## config.mk

```make
export PLATFORM = sky130hd
export DESIGN_NAME = periodic_timer
export DESIGN_NICKNAME = d
export VERILOG_FILES = /design/src/rtl/timer_pkg.sv /design/src/rtl/timer_regif.sv /design/src/rtl/timer_counter.sv /design/src/rtl/periodic_timer.sv
export SDC_FILE = /design/constraint.sdc
export NUM_CORES = 1
export LEC_CHECK = 0
export CAP_MARGIN = 15
export CELL_PAD_IN_SITES_DETAIL_PLACEMENT = 1
export CELL_PAD_IN_SITES_GLOBAL_PLACEMENT = 2
export CORE_MARGIN = 3
export CORE_UTILIZATION = 32
export CTS_CLUSTER_SIZE = 14
export DETAILED_ROUTE_END_ITERATION = 16
export GPL_TIMING_DRIVEN = 0
export PLACE_DENSITY = 0.77
export SYNTH_ARGS = -nofsm -noshare
export SYNTH_HDL_FRONTEND = slang
export SYNTH_SLANG_ARGS = --single-unit
```

## constraint.sdc

```tcl
create_clock -name clk -period 4 [get_ports clk]
set_input_delay 0.6 -clock clk [delete_from_list [all_inputs] [get_ports clk]]
set_output_delay 0.6 -clock clk [all_outputs]
set_load 0.01 [all_outputs]
```

## src/rtl/timer_pkg.sv

```systemverilog
package timer_pkg;

    typedef enum logic [1:0] {
        SEL_CTRL   = 2'd0,
        SEL_PERIOD = 2'd1,
        SEL_COUNT  = 2'd2,
        SEL_STATUS = 2'd3
    } reg_sel_e;

    typedef struct packed {
        logic     hit;
        reg_sel_e sel;
    } decode_t;

    typedef struct packed {
        logic run;
        logic clr;
    } ctrl_t;

    localparam int CTRL_RUN_BIT = 0;
    localparam int CTRL_CLR_BIT = 1;

    // Word offsets 0x00..0x0C map to the four registers; anything else misses.
    function automatic decode_t decode_off(input logic [7:0] off);
        decode_t d;
        d.hit = (off[7:4] == 4'h0) && (off[1:0] == 2'b00);
        d.sel = reg_sel_e'(off[3:2]);
        return d;
    endfunction

endpackage

```

## src/rtl/timer_regif.sv

```systemverilog
module timer_regif
    import timer_pkg::*;
#(
    parameter int ADDR_W = 8,
    parameter int DATA_W = 32
) (
    input  logic              clk,
    input  logic              rst,
    input  logic              psel,
    input  logic              penable,
    input  logic              pwrite,
    input  logic [ADDR_W-1:0] paddr,
    input  logic [DATA_W-1:0] pwdata,
    input  logic [DATA_W-1:0] cnt,
    input  logic              expire,
    output logic [DATA_W-1:0] prdata,
    output ctrl_t             ctrl,
    output logic [DATA_W-1:0] period,
    output logic              status
);

    decode_t dec;
    logic    acc_wr, acc_rd;
    logic    run_q;

    always_comb begin
        dec    = decode_off(paddr[7:0]);
        acc_wr = psel && penable && pwrite && dec.hit;
        acc_rd = psel && penable && !pwrite && dec.hit;
    end

    // Clear request acts on the same edge as the write that carries it.
    assign ctrl.run = run_q;
    assign ctrl.clr = acc_wr && (dec.sel == SEL_CTRL) && pwdata[CTRL_CLR_BIT];

    always_ff @(posedge clk) begin
        if (rst) begin
            run_q  <= 1'b0;
            period <= '0;
            status <= 1'b0;
        end else begin
            if (acc_wr && dec.sel == SEL_CTRL)
                run_q <= pwdata[CTRL_RUN_BIT];
            if (acc_wr && dec.sel == SEL_PERIOD)
                period <= pwdata;
            // A fresh expiry outranks the clearing read.
            status <= expire || (status && !(acc_rd && dec.sel == SEL_STATUS));
        end
    end

    always_comb begin
        prdata = '0;
        if (acc_rd) begin
            unique case (dec.sel)
                SEL_CTRL:   prdata[CTRL_RUN_BIT] = run_q;
                SEL_PERIOD: prdata = period;
                SEL_COUNT:  prdata = cnt;
                SEL_STATUS: prdata[0] = status;
            endcase
        end
    end

endmodule

```

## src/rtl/timer_counter.sv

```systemverilog
module timer_counter
    import timer_pkg::*;
#(
    parameter int CNT_W = 32
) (
    input  logic             clk,
    input  logic             rst,
    input  ctrl_t            ctrl,
    input  logic [CNT_W-1:0] period,
    output logic [CNT_W-1:0] cnt,
    output logic             expire,
    output logic             irq
);

    logic [CNT_W-1:0] last;

    // Period zero collapses to a last tick of zero, i.e. period one.
    always_comb begin
        last   = (period == '0) ? '0 : period - 1'b1;
        expire = ctrl.run && !ctrl.clr && (cnt >= last);
    end

    always_ff @(posedge clk) begin
        if (rst) begin
            cnt <= '0;
            irq <= 1'b0;
        end else begin
            irq <= expire;
            if (ctrl.clr)
                cnt <= '0;
            else if (expire)
                cnt <= '0;
            else if (ctrl.run)
                cnt <= cnt + 1'b1;
        end
    end

endmodule

```

## src/rtl/periodic_timer.sv

```systemverilog
module periodic_timer
    import timer_pkg::*;
#(
    parameter int ADDR_W = 8,
    parameter int DATA_W = 32
) (
    input  logic              clk,
    input  logic              rst,
    input  logic              psel,
    input  logic              penable,
    input  logic              pwrite,
    input  logic [ADDR_W-1:0] paddr,
    input  logic [DATA_W-1:0] pwdata,
    output logic [DATA_W-1:0] prdata,
    output logic              pready,
    output logic              irq
);

    ctrl_t             ctrl;
    logic [DATA_W-1:0] period;
    logic [DATA_W-1:0] cnt;
    logic              expire;
    logic              status;

    assign pready = 1'b1;

    timer_regif #(.ADDR_W(ADDR_W), .DATA_W(DATA_W)) u_regif (
        .clk(clk), .rst(rst), .psel(psel), .penable(penable), .pwrite(pwrite),
        .paddr(paddr), .pwdata(pwdata), .cnt(cnt), .expire(expire),
        .prdata(prdata), .ctrl(ctrl), .period(period), .status(status)
    );

    timer_counter #(.CNT_W(DATA_W)) u_counter (
        .clk(clk), .rst(rst), .ctrl(ctrl), .period(period),
        .cnt(cnt), .expire(expire), .irq(irq)
    );

endmodule

```

# Word-level counts from Yosys, hierarchy flattened
# Cells that the tools add are included.
[totals] memories=0 elab_cells=37 rom_bits=0 register_bits=67 latchBits=0 output_inout_bits=34 ramBits=0
[classes] mux=4 shifts=0 bitwise=0 add_sub_neg=2 n_mul=0 magnitude_cmp=1 n_eq_ne=3 n_reduce_logical=22 n_div=0
[ops] cell="$mux W32" n=2
[ops] cell="$pmux W31 S2" n=1
[ops] cell="$add A32 B1 Y32 const B" n=1
[ops] cell="$ge A32 B32 Y1" n=1
[ops] cell="$logic_not A32 Y1" n=1
[ops] cell="$sub A32 B1 Y32 const B" n=1
[ops] cell="$logic_and A1 B1 Y1" n=13
[ops] cell="$eq A2 B2 Y1 const B" n=2
[ops] cell="$logic_not A2 Y1" n=2
[ops] cell="$logic_not A4 Y1" n=1
[ops] cell="$pmux W1 S4" n=1
[ops] cell="$logic_not A1 Y1" n=3
[ops] cell="$reduce_or A3 Y1" n=1
[ops] cell="$eq A2 B1 Y1 const B" n=1
[ops] cell="$logic_or A1 B1 Y1" n=1

# Depth between registers and ports, before layout
[depth] depth_word=9 mapped_depth=16 mapped_depth_nobuf=14

# Hierarchy
# A second synthesis with hierarchy kept.
[hier_totals] cells_unflattened=635 area_unflattened_um2=5193.7
[by_module_without_submodules] mod="timer_counter" cells_each=394 area_each_um2=3094.2 instances=1 seq_area_each_um2=660.6
[by_module_without_submodules] mod="timer_regif" cells_each=239 area_each_um2=2088.3 instances=1 seq_area_each_um2=680.7
[by_module_without_submodules] mod="periodic_timer" cells_each=2 area_each_um2=11.3 instances=1 seq_area_each_um2=0.0

# Least setup slack after synthesis
# Ideal clock, no wire load.
[synth_timing] kind="register to register" startpoint="register u_regif.period[15]" endpoint="register u_counter.cnt[1]" path_buffers=1 synth_period_minus_slack_ns=3.431 arrival_time_ns=3.371 path_slack_ns=0.569 path_stages_with_launch=15 path_cell_list="dfxtp_1 or4_4 nor4_4 nor3b_4 nand2_1 xnor2_1 nand2_1 ha_1 a21oi_1 o21ai_0 a22oi_1 nor3b_1 a2bb2oi_1 clkbuf_2 and3_1"
[synth_between] elab_chain_cells=5 word_cells_on_any_way=6
[synth_rtl] item="start: declaration" line_no="timer_regif.sv:18" text="output logic [DATA_W-1:0] period,"
[synth_rtl] item="start signal: assignment" line_no="timer_regif.sv:45" text="period <= pwdata;"
[synth_rtl] item="$sub A32 B1 Y32 / $logic_not A32 Y1 (equally long branches)" line_no="timer_counter.sv:19" text="last = (period == '0) ? '0 : period - 1'b1;"
[synth_rtl] item="$mux W32 *" line_no="timer_counter.sv:19"
[synth_rtl] item="$ge A32 B32 Y1 *" line_no="timer_counter.sv:20" text="expire = ctrl.run && !ctrl.clr && (cnt >= last);"
[synth_rtl] item="$logic_and A1 B1 Y1 *" line_no="timer_counter.sv:20"
[synth_rtl] item="$reduce_or A3 Y1 (no line) *"
[synth_rtl] item="end signal: assignment" line_no="timer_counter.sv:34" text="cnt <= cnt + 1'b1;"
[synth_rtl] item="end: declaration" line_no="timer_counter.sv:10" text="output logic [CNT_W-1:0] cnt,"
# Mark *: on every way between the ends. The rest lies on a longest branch, timed or not.
# A chain may end at the register's enable or synchronous reset.

# Worst setup path in the final report
[layout_timing] startpoint="register u_regif.period[15]" endpoint="register u_counter.cnt[24]"
# The elaborated chain is that of the path after synthesis.

==> summary.txt <==
Synth-to-Final Area Change -> 33.6%
Maximum VDD drop -> 0.000204 V
PwrDens -> 246 nW/um2
Logic pwr share -> 0.072
Cells after synthesis -> 583
Area occupied by registers -> 1340 um2
Hold-fix buffers, CTS -> 0
Vias in the first global route -> 4,644
Clock share of power -> 0.500
Worst skew pair latency -> 350 ps
Max-slew headroom -> 0.475
Final Cycle Share -> 0.951
Syn Std Cell Area -> 4760 um2
Min Tclk post-route -> 3800 ps
DR vias -> 4,668
Post-synth top flop -> dfxtp_1
Async SR Flop Fraction -> 0
GRT Total Usage -> 0.192
# port buffers -> 76
Crit path max fanout -> 8
Routed vias/inst -> 5.34
# setup viols final -> 0
Post-Route WL -> 15.9 mm
Design Power -> 1560 uW
Clock transition at path regs -> 60 ps
Final std cells w/o fill -> 874
Root Driver -> clkbuf_16
Util after Layout -> 0.448
# diodes -> 0
Fin area -> 6360 um2
Post-synthesis sequential area ratio -> 0.282
Die H -> 128 um
Worst clock skew -> 9.86 ps
Detailed-route DRC error count -> 0
HP Class -> register to register
Remaining antenna violation count -> 0
Max Cap Viol -> 0
Hold_ws -> 491 ps
Fill count -> 1,729
RSZ-0062 raised after global routing -> no
Total core area -> 14,200 um2
Slew Limit Fails -> 0
DP HPWL -> 11.6 mm
CP endpoint kind -> register
Seq cells post-synth -> 67
CTS tree -> yes
Share of cells above drive strength 1 -> 0.0994
Sw frac -> 0.223
Largest net degree at the start of global routing -> 11
Clock Sink Count -> 67
Sw power -> 348 uW
Dpl cells -> 839
Synth warn -> 0
Worst setup path class -> register to register
Top cells by area, synth -> dfxtp_1 (28%), ha_1 (11%), nor2_1 (7.5%)
Post-Place Cell Area -> 5750 um2
CP Launch Type -> register
Yosys top cell area share -> 0.282
WL/cell -> 18.2 um
Area leader, netlist -> dfxtp_1
Highest achievable clock rate -> 0.263 GHz
CP required -> 4230 ps
Worst-Margin Slew -> 783 ps
Initial antenna violation count -> 0
Row count -> 43
Net Count, Synth -> 668
Routability congestion estimate -> 0.816
Die area -> 16,400 um2
Die Width -> 128 um
Initial Util -> 0.335
Synth cell types -> 54
Avg Inst Size Synth -> 8.16 um2
Fin. Hold Viols -> 0
# H-tree levels -> 3
First-pass GRT wire length -> 24.9 mm
P_leak -> 0.00282 uW
First-pass detailed-route iteration total -> 4
CTS Buf Count -> 9
Flop pwr share -> 0.428
Number of synthesized flops with an enable pin -> 0
Area of the multi-input gates -> 3330 um2
Nets -> 774
WP data arrival -> 4030 ps
CTS Buffer Depth -> 2
Drt initial violations -> 227
Ports -> 79
Internal power -> 1210 uW
Status -> finished, final reports clean
Remaining global-route overflow -> 0
==> kinds of logic after synthesis <==
group	share of synthesized area
and+or+nand+nor	0.293
AOI/OAI and AO/OA	0.101
DFF	0.282
xor gates and xnor gates	0.101
buffers and inverters	0.0452
adders and majority gates	0.105
muxes	0.0718
other	0.000788
==> final timing paths <==
path                           start                 to  slack, ps  depth (start not counted)
hold reg to reg       u_regif.status     u_regif.status        490                          2
setup / recovery  u_regif.period[15]  u_counter.cnt[24]        200                         17
setup reg to reg  u_regif.period[15]  u_counter.cnt[24]        200                         17
hold / removal        u_regif.status     u_regif.status        490                          2
==> Yosys cell counts, types with 3 or more instances <==
cell type / instances
nand3b_1: 4
nor3_1: 17
nor2b_1: 3
o21ai_0: 9
mux2i_1: 33
a21oi_1: 16
nand4b_1: 5
clkbuf_2: 3
dfxtp_1: 67
clkbuf_1: 16
ha_1: 40
nand4_1: 16
buf_2: 3
a21o_1: 3
and3_1: 33
nand2_1: 54
a22oi_1: 32
nand3_1: 9
inv_1: 15
nor2_1: 95
buf_1: 4
xnor2_1: 33
nor4_4: 3
nor4_1: 8
xor2_1: 22
and4_1: 4
==> worst max-delay path: stages (launching register included) <==
cell and delay, ps:
dfxtp_2 350, or4_4 570, nor4_4 170, buf_6 170, nor3b_4 190, buf_6 150, nand2_1 60, xnor2_1 140
nand2_1 70, ha_1 310, nand4_1 210, buf_4 210, nor4_4 340, nor2b_4 220, a2bb2oi_4 70, buf_12 160
buf_2 150, and3_1 150
==> routing by layer <==
layer / share of wire / GRT usage
met1: 0.46 / 0.259
met2: 0.47 / 0.315
met3: 0.059 / 0.0417
met4: 0.018 / 0.0468
met5: 0 / 0
==> repair_timing <==
action                     4_1_cts  5_1_grt
pin swaps                        4       12
gates resized for setup         10       29
setup endpoints to repair       34       33
setup buffers                    5       11
gates cloned                     0        3
==> per-stage QoR <==
step           setup WS (ps)  setup TNS (ps)
6_report                 195               0
5_1_grt                 1.17               0
4_1_cts                -16.4           -25.0
3_5_place_dp            -659          -19540
3_3_place_gp            -665          -19810
2_1_floorplan            569               0
==> layout by cell type, fill, tap and decap left out, types with 3 or more instances in the layout <==
cell type and count:
mux2i_1 33, nand2_1 54, clkbuf_8 6, xor2_1 22
inv_1 15, a21oi_1 16, clkbuf_16 9, and4_1 4
a22oi_1 32, dfxtp_1 65, a21o_1 3, nand3b_1 4
clkbuf_1 18, nor3_1 16, nand4b_1 5, buf_1 4
nor4_1 5, nand4_1 16, ha_1 40, nor2_1 93
buf_4 15, clkdlybuf4s50_1 76, and3_1 33, o21ai_0 9
nand3_1 9, buf_6 8, nor4_4 5, xnor2_1 33
buf_2 4
==> power groups by stage <==
stage               Combinational (uW)  Sequential (uW)  Clock, uW
floorplan                         40.2              682          0
global placement                   101              682          0
detailed placement                 103              682          0
CTS                                107              668        807
global route                       121              667        835
finish                             113              668        780
==> sequential cells by signal (all words and copies together) (netlist names) <==
signal          count
u_regif.run_q       1
u_regif.period     32
u_counter.cnt      32
u_counter.irq       1
u_regif.status      1
==> area by class of cell <==
| cell class | instances | share of cell area |
|---|---|---|
| well taps | 180 | 0.0354 |
| flip-flops and latches | 67 | 0.211 |
| repair buffers | 95 | 0.146 |
| clock inverters | 1 | 0.000787 |
| inverters | 15 | 0.00885 |
| multi-input cells | 470 | 0.524 |
| clock buffers | 15 | 0.0453 |
| plain buffers | 31 | 0.0279 |
No activity file was read; power rests on OpenSTA's default activity.
